--- src/rtl/qmap_pkg.sv ---
package qmap_pkg;
    localparam int NUM_Q      = 64;
    localparam int HALF_Q     = NUM_Q / 2;
    localparam int QIDX_W     = $clog2(NUM_Q);
    localparam int NUM_FN     = 8;
    localparam int FN_W       = $clog2(NUM_FN);
    localparam int CNT_W      = $clog2(HALF_Q + 1);
    localparam int SUM_W      = CNT_W + FN_W;
    localparam int OWN_W      = 8;
    localparam int ADDR_W     = 9;
    localparam int TMO_W      = 16;
    localparam logic [ADDR_W-1:0] READY_ADDR = 9'h100;
    localparam logic [ADDR_W-1:0] TMO_ADDR   = 9'h104;
    localparam logic [OWN_W-1:0]  FN_BASE    = 8'h80;
    localparam logic [31:0]       CLEAR_WORD = 32'hFFFF_FFFF;

    typedef struct packed {
        logic             en;
        logic [OWN_W-1:0] owner;
    } qent_t;
endpackage

--- src/rtl/qmap_table.sv ---
module qmap_table
    import qmap_pkg::*;
(
    input  logic              clk,
    input  logic              rst_n,
    input  logic              we,
    input  logic [QIDX_W-1:0] widx,
    input  qent_t             wdata,
    input  logic              ready_we,
    input  logic              ready_val,
    input  logic              flr_clr,
    input  logic [QIDX_W-1:0] lk_idx,
    output logic              lk_valid,
    output logic [OWN_W-1:0]  lk_owner
);
    qent_t tbl_q [NUM_Q];
    logic  ready_q;
    qent_t rd;
    logic  legal;

    always_ff @(posedge clk or negedge rst_n) begin
        if (!rst_n) begin
            for (int i = 0; i < NUM_Q; i++) tbl_q[i] <= '0;
        end else if (we) begin
            tbl_q[widx] <= wdata;
        end
    end

    always_ff @(posedge clk or negedge rst_n) begin
        if (!rst_n)        ready_q <= 1'b0;
        else if (flr_clr)  ready_q <= 1'b0;
        else if (ready_we) ready_q <= ready_val;
    end

    always_comb begin
        rd       = tbl_q[lk_idx];
        legal    = (rd.owner == '0) || (rd.owner[OWN_W-1:FN_W] == FN_BASE[OWN_W-1:FN_W]);
        lk_valid = ready_q && rd.en && legal;
        lk_owner = lk_valid ? rd.owner : '0;
    end

    AST_WRITE_STORED: assert property (@(posedge clk) disable iff (!rst_n)
        we |=> (tbl_q[$past(widx)] == $past(wdata)));
endmodule

--- src/rtl/qmap_builder.sv ---
module qmap_builder
    import qmap_pkg::*;
(
    input  logic                    clk,
    input  logic                    rst_n,
    input  logic                    start,
    input  logic                    pf_mode,
    input  logic [NUM_FN*CNT_W-1:0] ul_cnt,
    input  logic [NUM_FN*CNT_W-1:0] dl_cnt,
    output logic                    busy,
    output logic                    err,
    output logic                    we,
    output logic [QIDX_W-1:0]       widx,
    output qent_t                   wdata
);
    typedef enum logic {B_IDLE, B_FILL} bstate_t;
    bstate_t state_q, state_d;

    logic [CNT_W-1:0]  ul_q [NUM_FN];
    logic [CNT_W-1:0]  dl_q [NUM_FN];
    logic              pf_q;
    logic [QIDX_W-1:0] q_q;
    logic              err_q;
    logic [SUM_W-1:0]  ul_sum, dl_sum;
    logic              ovf, accept;

    always_comb begin
        ul_sum = '0;
        dl_sum = '0;
        for (int f = 0; f < NUM_FN; f++) begin
            ul_sum = ul_sum + SUM_W'(ul_cnt[f*CNT_W +: CNT_W]);
            dl_sum = dl_sum + SUM_W'(dl_cnt[f*CNT_W +: CNT_W]);
        end
        ovf    = (ul_sum > SUM_W'(HALF_Q)) || (dl_sum > SUM_W'(HALF_Q));
        accept = (state_q == B_IDLE) && start && (pf_mode || !ovf);
    end

    always_comb begin
        state_d = state_q;
        unique case (state_q)
            B_IDLE: if (accept) state_d = B_FILL;
            B_FILL: if (q_q == QIDX_W'(NUM_Q - 1)) state_d = B_IDLE;
        endcase
    end

    always_ff @(posedge clk or negedge rst_n) begin
        if (!rst_n) state_q <= B_IDLE;
        else        state_q <= state_d;
    end

    always_ff @(posedge clk or negedge rst_n) begin
        if (!rst_n) begin
            pf_q  <= 1'b0;
            q_q   <= '0;
            err_q <= 1'b0;
            for (int f = 0; f < NUM_FN; f++) begin
                ul_q[f] <= '0;
                dl_q[f] <= '0;
            end
        end else if (state_q == B_IDLE) begin
            if (start && !accept) begin
                err_q <= 1'b1;
            end else if (accept) begin
                err_q <= 1'b0;
                pf_q  <= pf_mode;
                q_q   <= '0;
                for (int f = 0; f < NUM_FN; f++) begin
                    ul_q[f] <= ul_cnt[f*CNT_W +: CNT_W];
                    dl_q[f] <= dl_cnt[f*CNT_W +: CNT_W];
                end
            end
        end else begin
            q_q <= q_q + 1'b1;
        end
    end

    // Owner search for the current entry: walk functions in order over prefix sums.
    logic [SUM_W-1:0]  acc;
    logic [SUM_W-1:0]  pos;
    logic [CNT_W-1:0]  cnt;
    logic              hit;
    logic [FN_W-1:0]   fn;

    always_comb begin
        acc = '0;
        hit = 1'b0;
        fn  = '0;
        pos = SUM_W'(q_q[QIDX_W-2:0]);
        for (int f = 0; f < NUM_FN; f++) begin
            cnt = q_q[QIDX_W-1] ? dl_q[f] : ul_q[f];
            if (!hit && pos >= acc && pos < acc + SUM_W'(cnt)) begin
                hit = 1'b1;
                fn  = FN_W'(f);
            end
            acc = acc + SUM_W'(cnt);
        end
    end

    always_comb begin
        busy = (state_q == B_FILL);
        err  = err_q;
        we   = busy;
        widx = q_q;
        if (pf_q) begin
            wdata.en    = 1'b1;
            wdata.owner = '0;
        end else begin
            wdata.en    = hit;
            wdata.owner = hit ? (FN_BASE | OWN_W'(fn)) : '0;
        end
    end

    AST_OVF_REJECTED: assert property (@(posedge clk) disable iff (!rst_n)
        (state_q == B_IDLE && start && !pf_mode && ovf) |=> (!busy && err));
endmodule

--- src/rtl/qmap_flr_timer.sv ---
module qmap_flr_timer
    import qmap_pkg::*;
#(
    parameter int TICK_DIV = 4096
) (
    input  logic             clk,
    input  logic             rst_n,
    input  logic             req,
    input  logic             ack,
    input  logic [TMO_W-1:0] limit,
    output logic             expired
);
    localparam int PRE_W = (TICK_DIV > 1) ? $clog2(TICK_DIV) : 1;
    localparam logic [PRE_W-1:0] PRE_LAST = PRE_W'(TICK_DIV - 1);

    typedef enum logic [1:0] {T_IDLE, T_WAIT, T_EXPIRED} tstate_t;
    tstate_t          state_q, state_d;
    logic [PRE_W-1:0] pre_q;
    logic [TMO_W-1:0] units_q;

    always_comb begin
        state_d = state_q;
        if (req) begin
            state_d = T_WAIT;
        end else begin
            unique case (state_q)
                T_IDLE:    state_d = T_IDLE;
                T_WAIT:    if (ack)                  state_d = T_IDLE;
                           else if (units_q == limit) state_d = T_EXPIRED;
                T_EXPIRED: state_d = T_EXPIRED;
                default:   state_d = T_IDLE;
            endcase
        end
    end

    always_ff @(posedge clk or negedge rst_n) begin
        if (!rst_n) state_q <= T_IDLE;
        else        state_q <= state_d;
    end

    always_ff @(posedge clk or negedge rst_n) begin
        if (!rst_n) begin
            pre_q   <= '0;
            units_q <= '0;
        end else if (req) begin
            pre_q   <= '0;
            units_q <= '0;
        end else if (state_q == T_WAIT && state_d == T_WAIT) begin
            if (pre_q == PRE_LAST) begin
                pre_q   <= '0;
                units_q <= units_q + 1'b1;
            end else begin
                pre_q <= pre_q + 1'b1;
            end
        end
    end

    always_comb expired = (state_q == T_EXPIRED);

    AST_ACK_STOPS: assert property (@(posedge clk) disable iff (!rst_n)
        (state_q == T_WAIT && ack && !req) |=> !expired);
    AST_REQ_RESTARTS: assert property (@(posedge clk) disable iff (!rst_n)
        req |=> !expired);
endmodule

--- src/rtl/queue_owner_map.sv ---
module queue_owner_map
    import qmap_pkg::*;
#(
    parameter int TICK_DIV = 4096
) (
    input  logic                    clk,
    input  logic                    rst_n,
    input  logic                    wr_en,
    input  logic [ADDR_W-1:0]       wr_addr,
    input  logic [31:0]             wr_data,
    input  logic [QIDX_W-1:0]       lk_idx,
    output logic                    lk_valid,
    output logic [OWN_W-1:0]        lk_owner,
    input  logic                    cfg_start,
    input  logic                    cfg_pf_mode,
    input  logic [NUM_FN*CNT_W-1:0] cfg_ul_cnt,
    input  logic [NUM_FN*CNT_W-1:0] cfg_dl_cnt,
    output logic                    cfg_busy,
    output logic                    cfg_error,
    input  logic                    flr_req,
    input  logic                    flr_ack,
    output logic                    flr_timeout
);
    logic              reg_we, tbl_reg_we;
    qent_t             reg_ent;
    logic              b_we;
    logic [QIDX_W-1:0] b_idx;
    qent_t             b_ent;
    logic              t_we;
    logic [QIDX_W-1:0] t_idx;
    qent_t             t_ent;
    logic [TMO_W-1:0]  limit_q;

    always_comb begin
        reg_we     = wr_en && !cfg_busy;
        tbl_reg_we = reg_we && !wr_addr[ADDR_W-1];
        if (wr_data == CLEAR_WORD) begin
            reg_ent = '0;
        end else begin
            reg_ent.en    = wr_data[0];
            reg_ent.owner = wr_data[23:16];
        end
        t_we  = b_we || tbl_reg_we;
        t_idx = b_we ? b_idx : wr_addr[QIDX_W+1:2];
        t_ent = b_we ? b_ent : reg_ent;
    end

    always_ff @(posedge clk or negedge rst_n) begin
        if (!rst_n)                              limit_q <= '0;
        else if (reg_we && wr_addr == TMO_ADDR)  limit_q <= wr_data[TMO_W-1:0];
    end

    qmap_builder u_builder (
        .clk     (clk),
        .rst_n   (rst_n),
        .start   (cfg_start),
        .pf_mode (cfg_pf_mode),
        .ul_cnt  (cfg_ul_cnt),
        .dl_cnt  (cfg_dl_cnt),
        .busy    (cfg_busy),
        .err     (cfg_error),
        .we      (b_we),
        .widx    (b_idx),
        .wdata   (b_ent)
    );

    qmap_table u_table (
        .clk       (clk),
        .rst_n     (rst_n),
        .we        (t_we),
        .widx      (t_idx),
        .wdata     (t_ent),
        .ready_we  (reg_we && wr_addr == READY_ADDR),
        .ready_val (wr_data[0]),
        .flr_clr   (flr_req),
        .lk_idx    (lk_idx),
        .lk_valid  (lk_valid),
        .lk_owner  (lk_owner)
    );

    qmap_flr_timer #(.TICK_DIV(TICK_DIV)) u_timer (
        .clk     (clk),
        .rst_n   (rst_n),
        .req     (flr_req),
        .ack     (flr_ack),
        .limit   (limit_q),
        .expired (flr_timeout)
    );

    AST_FLR_BLOCKS_LOOKUP: assert property (@(posedge clk) disable iff (!rst_n)
        flr_req |=> !lk_valid);
    AST_BUSY_NO_ERROR: assert property (@(posedge clk) disable iff (!rst_n)
        cfg_busy |-> !cfg_error);
endmodule

--- config.mk ---
export PLATFORM = sky130hd
export DESIGN_NAME = queue_owner_map
export DESIGN_NICKNAME = d
export VERILOG_FILES = /design/src/rtl/qmap_pkg.sv /design/src/rtl/qmap_table.sv /design/src/rtl/qmap_builder.sv /design/src/rtl/qmap_flr_timer.sv /design/src/rtl/queue_owner_map.sv
export SDC_FILE = /design/constraint.sdc
export NUM_CORES = 2
export LEC_CHECK = 0
export BUFFER_PORTS_ARGS = -buffer_cell sky130_fd_sc_hd__clkbuf_2
export CORE_MARGIN = 5
export CORE_UTILIZATION = 56
export CTS_CLUSTER_DIAMETER = 30
export DETAILED_ROUTE_END_ITERATION = 12
export PLACE_DENSITY = 0.76
export SYNTH_ARGS = -nofsm -noshare
export SYNTH_HDL_FRONTEND = slang
export SYNTH_SLANG_ARGS = --single-unit
--- constraint.sdc ---
create_clock -name clk -period 8.15 [get_ports clk]
set_clock_uncertainty 0.1 [all_clocks]
set_input_delay 0.815 -clock clk [delete_from_list [all_inputs] [get_ports clk]]
set_output_delay 0.815 -clock clk [all_outputs]
set_load 0.005 [all_outputs]
; Word level (Yosys, flattened, before mapping)
; Index checks and enable logic that the tools add are counted.
[classes]
addsub = 24
n_lt_le_gt_ge = 20
eq_ne = 11
muxes = 55
n_bitwise = 4
n_reduce_logical = 50
[ops]
columns = cell, count
row1 = bitwise mux 576 bit, 1
row2 = adder 9 x 6 -> 9 bit, 18
row3 = 2-to-1 mux 6 bit, 12
row4 = less-than comparator 5 x 9 -> 1 bit, 7
row5 = binary-select mux 9 bit (select 6 bit), 1
row6 = demux 9 bit (select 6 bit), 1
row7 = >= comparator 5 x 9 -> 1 bit, 6
row8 = 2-to-1 mux 9 bit, 6
row9 = 2-to-1 mux 16 bit, 3
row10 = 2-to-1 mux 12 bit, 3
row11 = "equality test 32 bit, second input constant", 1
row12 = logical AND 1 bit, 25
row13 = adder 6 x 6 -> 7 bit, 3
row14 = "equality test 9 bit, second input constant", 2
row15 = "> comparator 9 x 6 -> 1 bit, second input constant", 2
row16 = 2-to-1 mux 3 bit, 6
row17 = "adder 16 x 1 -> 16 bit, second input constant", 1
row18 = equality test 16 bit, 1
row19 = 2-to-1 mux 8 bit, 2
row20 = 2-to-1 mux 1 bit, 15
row21 = ">= comparator 7 bit, second input constant", 2
row22 = NOT 6 -> 7 bit, 2
row23 = "adder 12 x 1 -> 12 bit, second input constant", 1
row24 = "equality test 12 bit, second input constant", 1
row25 = 19 further kinds, 42
[totals]
regBits = 728
in_bits = 150
output_inout_bits = 12
elab_cells = 317

; Depth between registers and ports, before layout
[depth]
depth_word = 35
ltp_mapped = 36
ltp_nobuf = 31

; Hierarchy
; A second synthesis with hierarchy kept.
[hier_totals]
hier_cells = 2941
hier_area_um2 = 38867.3
[by_module_without_submodules]
columns = mod, n_inst, cells_per_inst, area_each_um2, seq_area_each_um2
row1 = qmap_table, 1, 1720, 26063.7, 14438.8
row2 = qmap_builder, 1, 920, 9799.4, 2627.5
row3 = qmap_flr_timer, 1, 223, 2005.7, 750.7
row4 = queue_owner_map, 1, 78, 998.5, 400.4

; Least setup slack after synthesis
; Ideal clock, no wire load.
[synth_timing]
path_type = reg-to-reg
from = reg u_builder.q_q[5] (netlist: u_builder.widx[5])
to = reg u_table.tbl_q[100] in the netlist's numbering
setup_time_ns = 0.133
t_arrival_ns = 8.170
path_slack_ns = -0.253
path_stages_with_launch = 36
path_buffers = 5
cell_sequence = dfrtp_1 -> buf_6 -> clkbuf_1 -> clkbuf_1 -> mux2_2 -> ha_1 -> fa_1 -> a21o_1 -> a21oi_1 -> xnor2_1 -> ha_1 -> and2_1 -> a31oi_2 -> and2_1 -> ha_1 -> xnor2_1 -> ha_1 -> xnor2_1 -> ha_1 -> o21ai_0 -> nand2b_1 -> clkbuf_1 -> xor2_1 -> ha_1 -> xnor2_1 -> ha_1 -> nor2b_1 -> a21oi_1 -> or3_1 -> nor3_1 -> nand2_1 -> or3_1 -> a211o_1 -> a22oi_4 -> clkbuf_1 -> o21ai_0
[synth_between]
elab_chain_len = 35
word_cells_on_any_way = 76
cone_classes = add/sub (7) / order compare (17) / mux (29) / bitwise (1) / reduce/logical (22)
[synth_rtl]
columns = element, line
row1 = from (decl), qmap_builder.sv:22  ; logic [QIDX_W-1:0] q_q;
row2 = from (signal assigned), qmap_builder.sv:73  ; q_q <= q_q + 1'b1;
row3 = branches (longest 34 deep; another with adder 9 x 6 -> 9 bit), n/a
row4 = bitwise mux 576 bit *, qmap_table.sv:25  ; tbl_q[widx] <= wdata;
row5 = "to (signal, indexed assignment)", qmap_table.sv:25
row6 = to (decl), qmap_table.sv:16  ; qent_t tbl_q [NUM_Q];
; Every way passes the cells marked *.
; A chain may end at the register's enable or synchronous reset.

; Final worst setup path
[layout_timing]
from = reg u_builder.q_q[5] (netlist: u_builder.widx[5])
to = reg u_table.tbl_q[478] in the netlist's numbering
; The elaborated chain is that of the path after synthesis.

==> metrics.txt <==
Non-Filler Instances 4767; Die Y 267 microns; final hold vios 0; Post-synth EDFFs 0; Crit. End Element register; outcome completed; largest net degree at the start of global routing 188; max capacitance violation total 0; vias in the first global route 28700; layout cells sized above 1 19.4%; Slowest cell on crit path dfrtp_2; Via Count 28000; largest cells by area after synthesis dfrtp_1, nand2_1, o21ai_0, mux4_2, ha_1; Synth area leader dfrtp_1; number of buffers added on ports 157; synth cell count leaders nand2_1, dfrtp_1, o21ai_0, clkbuf_1, o21ai_1; initial antenna violation count 2; sequential area share after synthesis 49.3%; Ys Warns 0; TritonCTS Buffers 139; count of different cell masters after synthesis 82; async set-reset flop share out of synthesis 100%; Die ar. 71200 sq um; initial core utilization 56.3%; count leader, synth nand2_1; cts hold-fix bufs 0; Slew HR 29.4%; cells after synthesis 3618; Clock Latency Late Sink 0.72 ns; CTS root buf clkbuf_16; final net count 4118; Seq cells post-synth 728; top cell type's share of synthesized area 49.3%; crit start category register; DP HPWL 60200 microns; Placer Congestion 0.892; Setup WS pre-CTS 0.0199 ns; final slew viol count 0; Die X-Extent 267 microns; flop-to-flop setup slack 0.20 ns; FMAX 126 MHz; Synth-to-Final Area Change 18.7%; remaining global-route overflow 0; first-pass GRT wire length 153000 microns; Initial DRC Count 2214; Setup WS post-layout 0.200 ns; Final period util 97.6%; Main synth FF type dfrtp_1; DR DRC count 0; min Tclk post-route 7.95 ns; Worst Setup Path Type register to register; WL final 95500 microns; IO Count 162; Setup violations, final 0; worst slew pin tran 1.03 ns; Core Box Area 65600 sq um; Worst Hold Class input port to asynchronous set/reset pin; syn avg cell area 10.2 sq um; slowest stage delay, CP 0.47 ns; CP dominant cell by count ha_1; Placed Instances 4493; clock sink count 728; CTS Buffer Depth 3; clk slew on worst S/H paths 0.05 ns; Vias/cell 5.88; H-tree Lvls 4; antenna-violating nets left 0; CP max FO 16; required time worst endpoint 8.61 ns; Critical Path AT 8.41 ns; Synth Cell Area 36900 sq um; CTS tree yes; row count 94; DR WL/cell 20.0 microns; gr usage total 26.8%; first drt pass iteration count 6; hold slack 0.0357 ns
[critical path: cells and delay by family, from the launching register on]
| kind | cells | cell delay, ns |
|---|---|---|
| fa+ha+maj | 8 | 2.54 |
| mux | 1 | 0.28 |
| flops | 1 | 0.47 |
| simple gates | 6 | 1.44 |
| buf+inv | 3 | 0.47 |
| xor+xnor | 6 | 1.07 |
| compound gates | 7 | 1.41 |
[what timing repair did]
action	4_1_cts	5_1_grt
endpoints found under the setup margin	12	298
gates resized for setup	4	42
setup buffers	0	7
gates cloned	0	6
pin swaps	0	14
[per-stage QoR]
| stage | setup TNS (ns) | utilization [%] | area, sq um |
|---|---|---|---|
| final | 0 | 66.8 | 43800 |
| after global routing | -3.03 | 66.8 | 43800 |
| after CTS | 0 | 66.2 | 43500 |
| after detailed placement | 0 | 58.7 | 38500 |
| after global placement | 0 | 58.7 | 38500 |
| after floorplan | -0.432 | - | 36900 |
[worst paths after layout]
| kind | from | end | cells after the start |
|---|---|---|---|
| worst max-delay path | u_builder.widx[5] | u_table.tbl_q[478] | 31 |
| worst min-delay path | rst_n | u_builder.pf_q | 1 |
| worst max register to register | u_builder.widx[5] | u_table.tbl_q[478] | 31 |
| worst min register to register | u_table.tbl_q[217] | u_table.tbl_q[217] | 2 |
| max in group asynchronous | rst_n | u_table.tbl_q[458] | 2 |
| min in group clk | cfg_ul_cnt[5] | u_builder.ul_q[47] | 2 |
[flip-flops by register name (all words and copies together), names as in the netlist]
register,count
limit_q,16
u_builder.busy,1
u_builder.dl_q,48
u_builder.err,1
u_builder.pf_q,1
u_builder.ul_q,48
u_builder.widx,6
u_table.ready_q,1
u_table.tbl_q,576
u_timer.pre_q,12
u_timer.state_q,2
u_timer.units_q,16
[layer usage]
layer  vias up  wire length (microns)  GRT usage [%]
met5         -                     13              0
met4         2                   3150           9.77
met3       228                   5630           5.01
met2       937                  47000           44.2
met1     13900                  39800           36.1
li1      12900                      -              -
[layout make-up]
class,count,area [sq um]
Tap cell,864,1080
Clock inverter,95,1180
Timing Repair Buffer,228,1530
Sequential cell,728,18200
Antenna cell,1,2.50
Fill cell,4844,21800
Inverter,139,522
Clock buffer,165,3740
Multi-Input combinational cell,2547,17600
[cells in the final DEF (no fill, tap or decap), drive strengths merged, types with 49 or more instances in the layout]
cell	count
nand2	740
dfrtp	728
o21ai	656
clkbuf	322
inv	155
nor2	134
mux2	120
ha	120
a21oi	120
mux4	97
buf	71
nor3	67
fa	65
xor2	49
[cells by family after synthesis]
family | count (synthesis) | share of synthesized area [%]
buffers and inverters | 346 | 3.77
multiplexers | 240 | 10.2
AO/OA/AOI/OAI | 914 | 13.7
other | 1 | 0.0102
flip-flops | 728 | 49.3
adder cells (fa/ha/maj) | 186 | 7.62
XOR/XNOR | 103 | 2.73
AND/OR/NAND/NOR | 1100 | 12.6
Power is left out: the tool's default activity adds up to more than one toggle a clock period on the data nets, which glitch-free logic cannot reach.
